**src/rtl/pfc_pkg.sv**
```systemverilog
package pfc_pkg;
  // Strobes from the control section to the datapath
  typedef struct packed {
    logic periodEnd;  // last clock of the carrier period
    logic flip;       // half-cycle change accepted this clock
    logic guardOn;    // changeover guard running
    logic polarity;   // accepted half cycle, 1 = positive
  } pfcStrobes_t;
endpackage

```
**src/rtl/pfc_ctrl.sv**
```systemverilog
module pfc_ctrl
  import pfc_pkg::*;
#(
  parameter int PERIOD      = 2500,
  parameter int DEB_PERIODS = 4,
  parameter int GUARD       = 250,
  parameter int RAMP_STEP   = 500,
  parameter int CNT_W       = $clog2(PERIOD + 1)
) (
  input  logic             clk,
  input  logic             rst,
  input  logic             enable,
  input  logic             linePositive,
  output logic [CNT_W-1:0] carrierCnt,
  output logic [CNT_W-1:0] dutyCap,
  output pfcStrobes_t      st
);
  localparam int DEB_W = $clog2(DEB_PERIODS + 1);
  localparam int GRD_W = $clog2(GUARD + 1);
  localparam logic [CNT_W-1:0] LAST   = CNT_W'(PERIOD - 1);
  localparam logic [CNT_W-1:0] PER_V  = CNT_W'(PERIOD);
  localparam logic [CNT_W-1:0] STEP_V = CNT_W'(RAMP_STEP);
  localparam logic [CNT_W-1:0] HEAD_V = CNT_W'(PERIOD - RAMP_STEP);
  localparam logic [DEB_W-1:0] DEB_LAST = DEB_W'(DEB_PERIODS - 1);
  localparam logic [GRD_W-1:0] GRD_V = GRD_W'(GUARD);

  logic [CNT_W-1:0] cnt;
  logic [CNT_W-1:0] rampLim;
  logic [DEB_W-1:0] debCnt;
  logic [GRD_W-1:0] guardCnt;
  logic             polAcc;
  logic             periodEnd;
  logic             mismatch;
  logic             flip;

  assign periodEnd = (cnt == LAST);
  assign mismatch  = linePositive ^ polAcc;
  assign flip      = periodEnd & mismatch & (debCnt == DEB_LAST);

  always_ff @(posedge clk) begin
    if (rst) begin
      cnt      <= '0;
      polAcc   <= 1'b1;
      debCnt   <= '0;
      guardCnt <= GRD_V;
      rampLim  <= '0;
    end else begin
      cnt <= periodEnd ? '0 : cnt + 1'b1;

      // debounce counted in carrier periods
      if (periodEnd) begin
        if (!mismatch)  debCnt <= '0;
        else if (flip) begin
          polAcc <= linePositive;
          debCnt <= '0;
        end else        debCnt <= debCnt + 1'b1;
      end

      // changeover guard, re-armed while disabled
      if (!enable || flip)     guardCnt <= GRD_V;
      else if (guardCnt != '0) guardCnt <= guardCnt - 1'b1;

      // soft-start cap, restarted on every change
      if (!enable)        rampLim <= '0;
      else if (flip)      rampLim <= STEP_V;
      else if (periodEnd) rampLim <= (rampLim >= HEAD_V) ? PER_V : rampLim + STEP_V;
    end
  end

  assign carrierCnt   = cnt;
  assign dutyCap      = flip ? '0 : rampLim;
  assign st.periodEnd = periodEnd;
  assign st.flip      = flip;
  assign st.guardOn   = (guardCnt != '0);
  assign st.polarity  = polAcc;
endmodule

```
**src/rtl/pfc_deadband.sv**
```systemverilog
module pfc_deadband #(
  parameter int DEAD = 25
) (
  input  logic clk,
  input  logic rst,
  input  logic enable,
  input  logic rawOn,
  output logic gateOn
);
  localparam int DW = $clog2(DEAD + 2);
  localparam logic [DW-1:0] DEAD_V = DW'(DEAD);

  logic [DW-1:0] waitCnt;

  // turn-on is delayed by DEAD clocks, turn-off is immediate
  always_ff @(posedge clk) begin
    if (rst || !enable || !rawOn) begin
      waitCnt <= '0;
      gateOn  <= 1'b0;
    end else if (waitCnt == DEAD_V) begin
      gateOn  <= 1'b1;
    end else begin
      waitCnt <= waitCnt + 1'b1;
    end
  end
endmodule

```
**src/rtl/pfc_datapath.sv**
```systemverilog
module pfc_datapath
  import pfc_pkg::*;
#(
  parameter int CNT_W  = 12,
  parameter int DUTY_W = 12,
  parameter int DEAD   = 25
) (
  input  logic              clk,
  input  logic              rst,
  input  logic              enable,
  input  logic [DUTY_W-1:0] dutyCmd,
  input  logic [CNT_W-1:0]  dutyCap,
  input  logic [CNT_W-1:0]  carrierCnt,
  input  pfcStrobes_t       st,
  output logic              gateHi,
  output logic              gateLo,
  output logic              slowPos,
  output logic              slowNeg
);
  localparam int CMP_W = (DUTY_W > CNT_W) ? DUTY_W : CNT_W;

  logic [CMP_W-1:0] cmdW, capW, pick;
  logic [CNT_W-1:0] dutyLat;
  logic             mainOn;
  logic [1:0]       rawGate;  // [0] lower, [1] upper
  logic [1:0]       gateVec;

  assign cmdW = CMP_W'(dutyCmd);
  assign capW = CMP_W'(dutyCap);
  assign pick = (cmdW < capW) ? cmdW : capW;

  always_ff @(posedge clk) begin
    if (rst)               dutyLat <= '0;
    else if (st.periodEnd) dutyLat <= CNT_W'(pick);
  end

  assign mainOn = (carrierCnt < dutyLat);

  always_comb begin
    if (st.guardOn)     rawGate = 2'b00;
    else if (st.polarity) rawGate = {~mainOn, mainOn};
    else                rawGate = {mainOn, ~mainOn};
  end

  for (genvar ch = 0; ch < 2; ch++) begin : g_fast
    pfc_deadband #(.DEAD(DEAD)) u_db (
      .clk    (clk),
      .rst    (rst),
      .enable (enable),
      .rawOn  (rawGate[ch]),
      .gateOn (gateVec[ch])
    );
  end

  assign gateLo = gateVec[0];
  assign gateHi = gateVec[1];

  always_ff @(posedge clk) begin
    if (rst) begin
      slowPos <= 1'b0;
      slowNeg <= 1'b0;
    end else begin
      slowPos <= enable &  st.polarity & ~st.guardOn;
      slowNeg <= enable & ~st.polarity & ~st.guardOn;
    end
  end
endmodule

```
**src/rtl/pfc_steer_pwm.sv**
```systemverilog
module pfc_steer_pwm
  import pfc_pkg::*;
#(
  parameter int PERIOD      = 2500,
  parameter int DUTY_W      = 12,
  parameter int DEAD        = 25,
  parameter int DEB_PERIODS = 4,
  parameter int GUARD       = 250,
  parameter int RAMP_STEP   = 500
) (
  input  logic              clk,
  input  logic              rst,
  input  logic              enable,
  input  logic [DUTY_W-1:0] dutyCmd,
  input  logic              linePositive,
  output logic              gateHi,
  output logic              gateLo,
  output logic              slowPos,
  output logic              slowNeg
);
  localparam int CNT_W = $clog2(PERIOD + 1);

  logic [CNT_W-1:0] carrierCnt;
  logic [CNT_W-1:0] dutyCap;
  pfcStrobes_t      st;

  pfc_ctrl #(
    .PERIOD(PERIOD), .DEB_PERIODS(DEB_PERIODS), .GUARD(GUARD),
    .RAMP_STEP(RAMP_STEP), .CNT_W(CNT_W)
  ) u_ctrl (
    .clk(clk), .rst(rst), .enable(enable), .linePositive(linePositive),
    .carrierCnt(carrierCnt), .dutyCap(dutyCap), .st(st)
  );

  pfc_datapath #(
    .CNT_W(CNT_W), .DUTY_W(DUTY_W), .DEAD(DEAD)
  ) u_dp (
    .clk(clk), .rst(rst), .enable(enable), .dutyCmd(dutyCmd),
    .dutyCap(dutyCap), .carrierCnt(carrierCnt), .st(st),
    .gateHi(gateHi), .gateLo(gateLo), .slowPos(slowPos), .slowNeg(slowNeg)
  );
endmodule

```
**config.mk**
```make
export PLATFORM = sky130hd
export DESIGN_NAME = pfc_steer_pwm
export DESIGN_NICKNAME = d
export VERILOG_FILES = /design/src/rtl/pfc_pkg.sv /design/src/rtl/pfc_ctrl.sv /design/src/rtl/pfc_deadband.sv /design/src/rtl/pfc_datapath.sv /design/src/rtl/pfc_steer_pwm.sv
export SDC_FILE = /design/constraint.sdc
export NUM_CORES = 1
export LEC_CHECK = 0
export CORE_MARGIN = 2
export CORE_UTILIZATION = 60
export CTS_CLUSTER_SIZE = 30
export DETAILED_ROUTE_END_ITERATION = 6
export GPL_TIMING_DRIVEN = 0
export MAX_ROUTING_LAYER = met4
export PLACE_DENSITY = 0.83
export SYNTH_ARGS = -nofsm -noshare
export SYNTH_HDL_FRONTEND = slang
export SYNTH_HIERARCHICAL = 1
export SYNTH_SLANG_ARGS = --single-unit
```
**constraint.sdc**
```tcl
create_clock -name clk -period 4.06 [get_ports clk]
set_clock_uncertainty 0.05 [all_clocks]
set_input_delay 0.812 -clock clk [delete_from_list [all_inputs] [get_ports clk]]
set_output_delay 0.812 -clock clk [all_outputs]
set_load 0.01 [all_outputs]
```
# Word level (Yosys, flattened, before mapping)
# Cells that the tools add are included.
[totals]
register_bits = 62
out_inout_bits = 4
[op_classes]
n_addsub = 6
magnitude_cmp = 3
n_eq_ne = 4
mux = 9
n_bitwise = 11
reduce_logical = 14
[op_table]
columns = ["op", "count"]
rows = [
  ["$mux W12", 3],
  ["$lt A12 B12 Y1", 2],
  ["$mux W9", 2],
  ["$add A12 B1 Y12 const B", 1],
  ["$add A12 B9 Y12 const B", 1],
  ["$eq A12 B12 Y1 const B", 1],
  ["$ge A12 B11 Y1 const B", 1],
  ["$add A5 B1 Y5 const B", 2],
  ["$eq A5 B5 Y1 const B", 2],
  ["$reduce_bool A8 Y1", 1],
  ["$sub A8 B1 Y8 const B", 1],
  ["$and A1 B1 Y1", 6],
  ["$mux W3", 2],
  ["$reduce_or A2 Y1", 3],
  ["$logic_or A1 B1 Y1", 4],
  ["$mux W2", 2],
  ["$not A1 Y1", 4],
  ["$add A3 B1 Y3 const B", 1],
  ["$eq A3 B2 Y1 const B", 1],
  ["$logic_not A1 Y1", 3],
  ["$reduce_and A3 Y1", 1],
  ["$reduce_or A3 Y1", 1],
  ["$reduce_bool A2 Y1", 1],
  ["$xor A1 B1 Y1", 1],
]

# Longest topological paths before layout
# Gate-level depths: netlist (run 1).
[depth]
word_depth = 6
ltp_mapped = 15
depth_no_buf = 12

# Hierarchy
# The synthesis (run 1) kept the hierarchy.
[by_module_without_submodules]
columns = ["mod", "n_inst", "cells_per_inst", "area_per_inst_um2", "seq_area_each_um2"]
rows = [
  ["pfc_ctrl", 1, 218, 1883.1, 720.7],
  ["pfc_datapath", 1, 162, 1252.5, 280.3],
  ["pfc_deadband", 2, 29, 331.6, 120.1],
]

# Worst setup path before layout (run 1)
# No wires, ideal clock.
[synth_timing]
kind = "input-to-reg"
startpoint = "input linePositive"
endpoint = "register u_dp.dutyLat[0]"
setup_time_ns = 0.142
t_arrival_ns = 3.169
required_ns = 3.868
slack_ns = 0.699
cell_stages = 14
n_path_buf = 3
cell_sequence = "xor2_1 > and2_1 > clkbuf_1 > and2_1 > buf_2 > nor2b_1 > inv_1 > ha_1 > a21o_1 > a211o_1 > o221a_2 > clkbuf_1 > o21ai_0 > a311oi_1"
[synth_between]
elab_chain_cells = 6
[synth_rtl]
columns = ["item", "line", "text"]
rows = [
  ["start, declared", "pfc_steer_pwm.sv:15", "input logic linePositive,"],
  ["$xor A1 B1 Y1", "pfc_ctrl.sv:37", "assign mismatch = linePositive ^ polAcc;"],
  ["$and A1 B1 Y1 (2 in a row)", "pfc_ctrl.sv:38", "assign flip = periodEnd & mismatch & (debCnt == DEB_LAST);"],
  ["named net u_ctrl.flip", "pfc_ctrl.sv:34", "logic flip;"],
  ["$mux W12", "pfc_ctrl.sv:71", "assign dutyCap = flip ? '0 : rampLim;"],
  ["named net dutyCap[5]", "pfc_steer_pwm.sv:24", "logic [CNT_W-1:0] dutyCap;"],
  ["$lt A12 B12 Y1", "pfc_datapath.sv:30", "assign pick = (cmdW < capW) ? cmdW : capW;"],
  ["$mux W12", "pfc_datapath.sv:30", ""],
  ["end signal, assigned", "pfc_datapath.sv:34", "else if (st.periodEnd) dutyLat <= CNT_W'(pick);"],
  ["end, declared", "pfc_datapath.sv:23", "logic [CNT_W-1:0] dutyLat;"],
]
# The timed path passes the listed nets, and every way through them passes these cells.
# A chain may end at the register's enable or synchronous reset.

# Worst setup path in the final report (run 1)
# Ends and elaborated chain as after synthesis.

==> results.py, run 1 <==
metrics = {
    "clocking": {
        "cts_buffer_depth": 2,
        "cts_tree": "yes",
        "clk_latency_ns": 0.34,
        "cts_root_buf": "clkbuf_8",
        "hold_buffers": 0,
        "numCtsBuffers": 9,
        "cts_max_level": 3,
        "cts_setup_buffers": 0,
        "cts_resized": 0,
        "clk_pin_slew_ns": 0.07,
        "cts.sinks": 62,
    },
    "worst_setup_path": {
        "worstSetupEndpointType": "register",
        "path_class": "primary input to register",
        "crit_fanout": 10,
        "crit_chain": "clkdlybuf4s50_1 > xor2_1 > and2_2 > and2_1 > buf_2 > nor2b_1 > inv_1 > ha_1 > a21o_1 > a211o_1 > o221a_2 > clkbuf_1 > o21ai_0 > a311oi_1",
        "slowest_delay_ns": 0.53,
        "cpMaxStageDelayCell": "clkdlybuf4s50_1",
        "cp.required_ns": 4.21,
        "cp.arrival_ns": 3.93,
        "cp-start-kind": "primary input",
    },
    "sta": {
        "setup_ws_ns": 0.276,
        "worst_pin_slew_ns": 0.932,
        "setup_tns_ns": 0,
        "rsz0062_at_grt": "false",
        "setup-violations-final": 0,
        "max_freq_ghz": 0.264,
        "final.min_clock_period_ns": 3.78,
        "period_share_pct": 93.2,
        "hold_viol": 0,
        "maxSlewHeadroom_pct": 36.3,
        "maxSlewViolCount": 0,
    },
    "power_and_ir_drop": {
        "p_total_mw": 1.24,
        "vdd_drop_max_mv": 0.275,
        "cellLeakagePower_nw": 1.64,
        "power_density_mw_per_mm2": 290,
    },
    "floorplan": {
        "initial_utilization_pct": 62.9,
        "rows": 28,
        "core_area_mm2": 0.00603,
        "num_io_pins": 20,
        "fp.dieW_um": 83.5,
        "die_height_um": 83.5,
        "fp.dieArea_mm2": 0.00697,
    },
    "grt": {
        "grt_max_degree": 31,
        "grt_pass1_wl_um": 13800,
        "grt_overflow": 0,
        "antenna_found_initial": 0,
        "first_global_vias": 3101,
        "grt_usage_pct": 24.4,
    },
    "outcome": {
        "status": "finished clean",
    },
    "drt": {
        "wl_per_cell_um": 14.4,
        "detail-route-antenna-nets": 0,
        "vias": 3275,
        "drc_errors": 0,
        "drtIter0Drc": 142,
        "dr.pass1.iters": 5,
        "drt_wl_total_um": 7860,
        "routed_via_density": 6.00,
    },
    "yosys": {
        "netlist_instances": 437,
        "avgSynthCellArea_um2": 8.68,
        "yosysWarnings": 6,
        "syn_area_mm2": 0.00379,
        "syn-num-nets": 485,
    },
    "hold_path": {
        "min_path_type": "register to register",
    },
    "cells_and_area": {
        "finalCoreUtilization_pct": 70.9,
        "diodes": 0,
        "syn_to_final_growth_pct": 12.7,
        "final_nets": 514,
        "fillers": 471,
        "drive_gt1_share_pct": 7.01,
    },
    "placed_design": {
        "place_ws_ns": -0.201,
        "port_buffers": 19,
        "dpl.hpwl_um": 5760,
        "gp_congestion": 0.918,
    },
    "job": {
        "cap_violations": 0,
    },
}
==> critical path, delay by kind of cell <==
kind            cells  cell delay, ns
compound gates      5            1.10
buf+inv             4            0.99
simple gates        3            0.58
xor+xnor            1            0.22
fa+ha+maj           1            0.22
==> power breakdown <==
part,leakage (nW),internal (mW),switching (mW),total (mW)
Sequential,0.501,0.613,0.00534,0.618
Combinational,1.04,0.0401,0.0440,0.0840
Clock,0.0955,0.300,0.238,0.538
Total,1.64,0.952,0.287,1.24
==> routing by layer <==
metal  GRT usage (%)  wire length (um)  share of wire (%)
met1            30.8              3780                 48
met3            6.82               368                4.7
met2            38.7              3650                 46
met4            6.60                55               0.70
met5               -                 0                  0
==> placed cells by master, fill, tap and decap left out, drive strengths merged, types with 4 or more instances in the layout <==
cell and n:
a31oi 4, a311oi 12, nor2b 11, buf 7, inv 33, o21ai 23
ha 32, or4 5, nor4 4, nand2b 8, nand4 6, and3 8
xnor2 12, nor2 42, mux2i 11, xor2 7, nor3 12, nand2 19
a21oi 18, nand3 26, nand4bb 8, nand4b 9, dfxtp 62, clkbuf 21
clkdlybuf4s50 19
==> path summary, 6_finish.rpt <==
check | from | end | slack (ns) | cells after the start
hold reg to reg | u_ctrl/debCnt[1] | u_ctrl/debCnt[1] | 0.42 | 2
setup reg to reg | u_ctrl/carrierCnt[0] | u_dp/dutyLat[0] | 0.59 | 14
setup / recovery | linePositive | u_dp/dutyLat[0] | 0.28 | 14
hold / removal | u_ctrl/debCnt[1] | u_ctrl/debCnt[1] | 0.42 | 2
==> flip-flops by register name, summed over array words and instances, names as in the netlist <==
signal	count
u_ctrl/carrierCnt	12
u_ctrl/debCnt	3
u_ctrl/guardCnt	8
u_ctrl/polAcc	1
u_ctrl/rampLim	12
u_dp/dutyLat	12
u_dp/g_fast.u_db/gateOn	2
u_dp/g_fast.u_db/waitCnt	10
u_dp/slowNeg	1
u_dp/slowPos	1
==> layout make-up <==
| type | instances | area, um^2 | area share (%) |
|---|---|---|---|
| multi-input cells | 324 | 2320 | 54.3 |
| flip-flops and latches | 62 | 1240 | 29.0 |
| repair buffers | 19 | 190 | 4.45 |
| clock buffers | 11 | 141 | 3.31 |
| inverters | 33 | 124 | 2.90 |
| plain buffers | 17 | 103 | 2.40 |
| well taps | 75 | 93.8 | 2.20 |
| clock inverters | 5 | 58.8 | 1.38 |
==> per-stage QoR <==
stage / cell area (um^2) / instances / hold WS, ns
after floorplan: 3790 / 437 / 0.380
after global placement: 4080 / 531 / 0.398
after detailed placement: 4080 / 531 / 0.408
after CTS: 4280 / 547 / 0.420
after global routing: 4270 / 546 / 0.449
final: 4270 / 546 / 0.416
Power figures use the tool's default switching activity.
==> run 2, diff against run 1 <==
--- a/config.mk
+++ b/config.mk
@@ -5,13 +5,15 @@
 export SDC_FILE = /design/constraint.sdc
 export NUM_CORES = 1
 export LEC_CHECK = 0
+export CELL_PAD_IN_SITES_DETAIL_PLACEMENT = 2
+export CELL_PAD_IN_SITES_GLOBAL_PLACEMENT = 2
 export CORE_MARGIN = 2
-export CORE_UTILIZATION = 60
+export CORE_UTILIZATION = 37
 export CTS_CLUSTER_SIZE = 30
 export DETAILED_ROUTE_END_ITERATION = 6
 export GPL_TIMING_DRIVEN = 0
 export MAX_ROUTING_LAYER = met4
-export PLACE_DENSITY = 0.83
+export PLACE_DENSITY = 0.9
 export SYNTH_ARGS = -nofsm -noshare
 export SYNTH_HDL_FRONTEND = slang
 export SYNTH_HIERARCHICAL = 1
==> run 2 against run 1 <==
Effect of this change:
- maximum frequency fell by 1.4%
- wire length up 42%
- first-iteration DRC count decreased by 14%
- utilization decreased by 27 points
- cell count rose by 10%
- global-route usage is 2.3 points lower
- critical path depth unchanged
- clock power shrank 12%
- sequential power about the same
- hold slack better by 0.0028 ns
- via count rose by 2.6%
- power decreased by 4.9%
==> results.py, run 2 (synthesis results as in run 1) <==
metrics = {
    "placed_design": {
        "gp_congestion": 0.820,
        "placed_cell_area_mm2": 0.00415,
        "dpl.hpwl_um": 8470,
        "place_ws_ns": -0.371,
        "dp.cells": 589,
        "port_buffers": 19,
    },
    "power_and_ir_drop": {
        "combPwrFrac_pct": 7.6,
        "seq_power_share_pct": 52.4,
        "cellLeakagePower_nw": 1.63,
        "power.switching_mw": 0.296,
        "intPower_mw": 0.883,
        "switching_share_pct": 25.1,
        "power_density_mw_per_mm2": 274,
        "vdd_drop_max_mv": 0.154,
        "p_clk_share_pct": 40.0,
    },
    "drt": {
        "wl_per_cell_um": 18.5,
        "vias": 3360,
        "dr.pass1.iters": 5,
        "drt_wl_total_um": 11100,
        "routed_via_density": 5.58,
        "drtIter0Drc": 122,
        "detail-route-antenna-nets": 0,
        "drc_errors": 0,
    },
    "clocking": {
        "cts_buffer_depth": 2,
        "clk_latency_ns": 0.36,
        "cts_tree": "yes",
        "numCtsBuffers": 9,
        "clk_pin_slew_ns": 0.06,
        "hold_buffers": 0,
        "cts_root_buf": "clkbuf_8",
        "cts.sinks": 62,
        "cts_max_level": 3,
    },
    "cells_and_area": {
        "design_area_mm2": 0.00431,
        "diodes": 0,
        "fillers": 1072,
        "instances_no_fill": 602,
        "final_common_cell": "dfxtp_1",
        "mostFrequentLayoutCells": "62 x dfxtp_1, 42 x nor2_1, 33 x inv_1",
        "final_nets": 514,
        "drive_gt1_share_pct": 7.04,
        "syn_to_final_growth_pct": 13.6,
    },
    "sta": {
        "setup-violations-final": 0,
        "setup_ws_ns": 0.223,
        "worst_pin_slew_ns": 0.964,
        "max_freq_ghz": 0.261,
        "maxSlewHeadroom_pct": 34.1,
        "final.min_clock_period_ns": 3.84,
        "period_share_pct": 94.5,
        "hold_viol": 0,
        "maxSlewViolCount": 0,
    },
    "grt": {
        "grt_pass1_wl_um": 18800,
        "grt_usage_pct": 22.1,
        "first_global_vias": 3702,
        "grt_max_degree": 31,
        "antenna_found_initial": 0,
        "grt_overflow": 0,
    },
    "floorplan": {
        "fp.dieW_um": 105,
        "rows": 36,
        "num_io_pins": 20,
        "core_area_mm2": 0.00986,
        "fp.dieArea_mm2": 0.0111,
        "initial_utilization_pct": 38.4,
        "die_height_um": 105,
    },
    "worst_setup_path": {
        "path_class": "primary input to register",
        "crit_fanout": 10,
        "cp.required_ns": 4.22,
        "worstSetupEndpointType": "register",
        "cp-start-kind": "primary input",
        "cp.arrival_ns": 4.00,
    },
    "job": {
        "cap_violations": 0,
    },
    "outcome": {
        "status": "finished clean",
    },
    "hold_path": {
        "min_path_type": "register to register",
    },
}
[run 2: per-stage QoR]
stage	power (mW)	hold slack, ns	setup TNS [ns]	utilization, %
detailed placement	0.721	0.418	-3.75	42.0
finish	1.18	0.419	0	43.7
global route	1.23	0.441	-0.0598	43.7
global placement	0.715	0.398	-2.30	42.0
CTS	1.20	0.428	0	43.6
floorplan	0.679	0.380	0	-
[run 2: layout make-up]
type                       count  area [um^2]  area share [%]
timing repair buffer          19          190            4.41
buffer                        17          105            2.44
inverter                      33          124            2.88
clock inverter                 2         10.0           0.232
clock buffer                  12          145            3.37
tap                          133          166            3.86
sequential                    62         1240            28.8
multi-input combinational    324         2330            54.0
[run 2: final timing paths]
check	start	to	slack [ns]	depth (start not counted)
setup reg to reg	u_ctrl/carrierCnt[6]	u_dp/dutyLat[2]	0.47	14
setup / recovery	linePositive	u_dp/dutyLat[2]	0.22	14
hold / removal	u_ctrl/debCnt[1]	u_ctrl/debCnt[1]	0.42	2
hold reg to reg	u_ctrl/debCnt[1]	u_ctrl/debCnt[1]	0.42	2
[run 2: repair_timing]
item | 4_1_cts | 5_1_grt
buffers inserted | 0 | 0
resized for setup | 0 | 6
setup endpoints to repair | 0 | 12
[run 2: routing by layer]
metal | track usage [%] | share of wire, %
met5 | - | 0
met1 | 25.2 | 45
met4 | 9.81 | 2.2
met2 | 38.1 | 51
met3 | 3.46 | 1.9
[run 2: power groups by stage]
stage / clock network, mW / logic [mW] / registers, mW
after global placement: 0 / 0.0832 / 0.632
final: 0.471 / 0.0897 / 0.618
after CTS: 0.488 / 0.0892 / 0.618
after global routing: 0.507 / 0.101 / 0.619
after floorplan: 0 / 0.0489 / 0.630
after detailed placement: 0 / 0.0886 / 0.632
[run 2: critical path, stage by stage]
cell and delay [ns]:
clkdlybuf4s50_1 0.55, xor2_1 0.24, and2_2 0.27, and2_1 0.24, buf_2 0.23, nor2b_1 0.09
inv_1 0.07, ha_1 0.25, a21oi_1 0.20, a21boi_1 0.13, or3_1 0.40, clkbuf_2 0.18
o21ai_0 0.21, a311oi_1 0.11
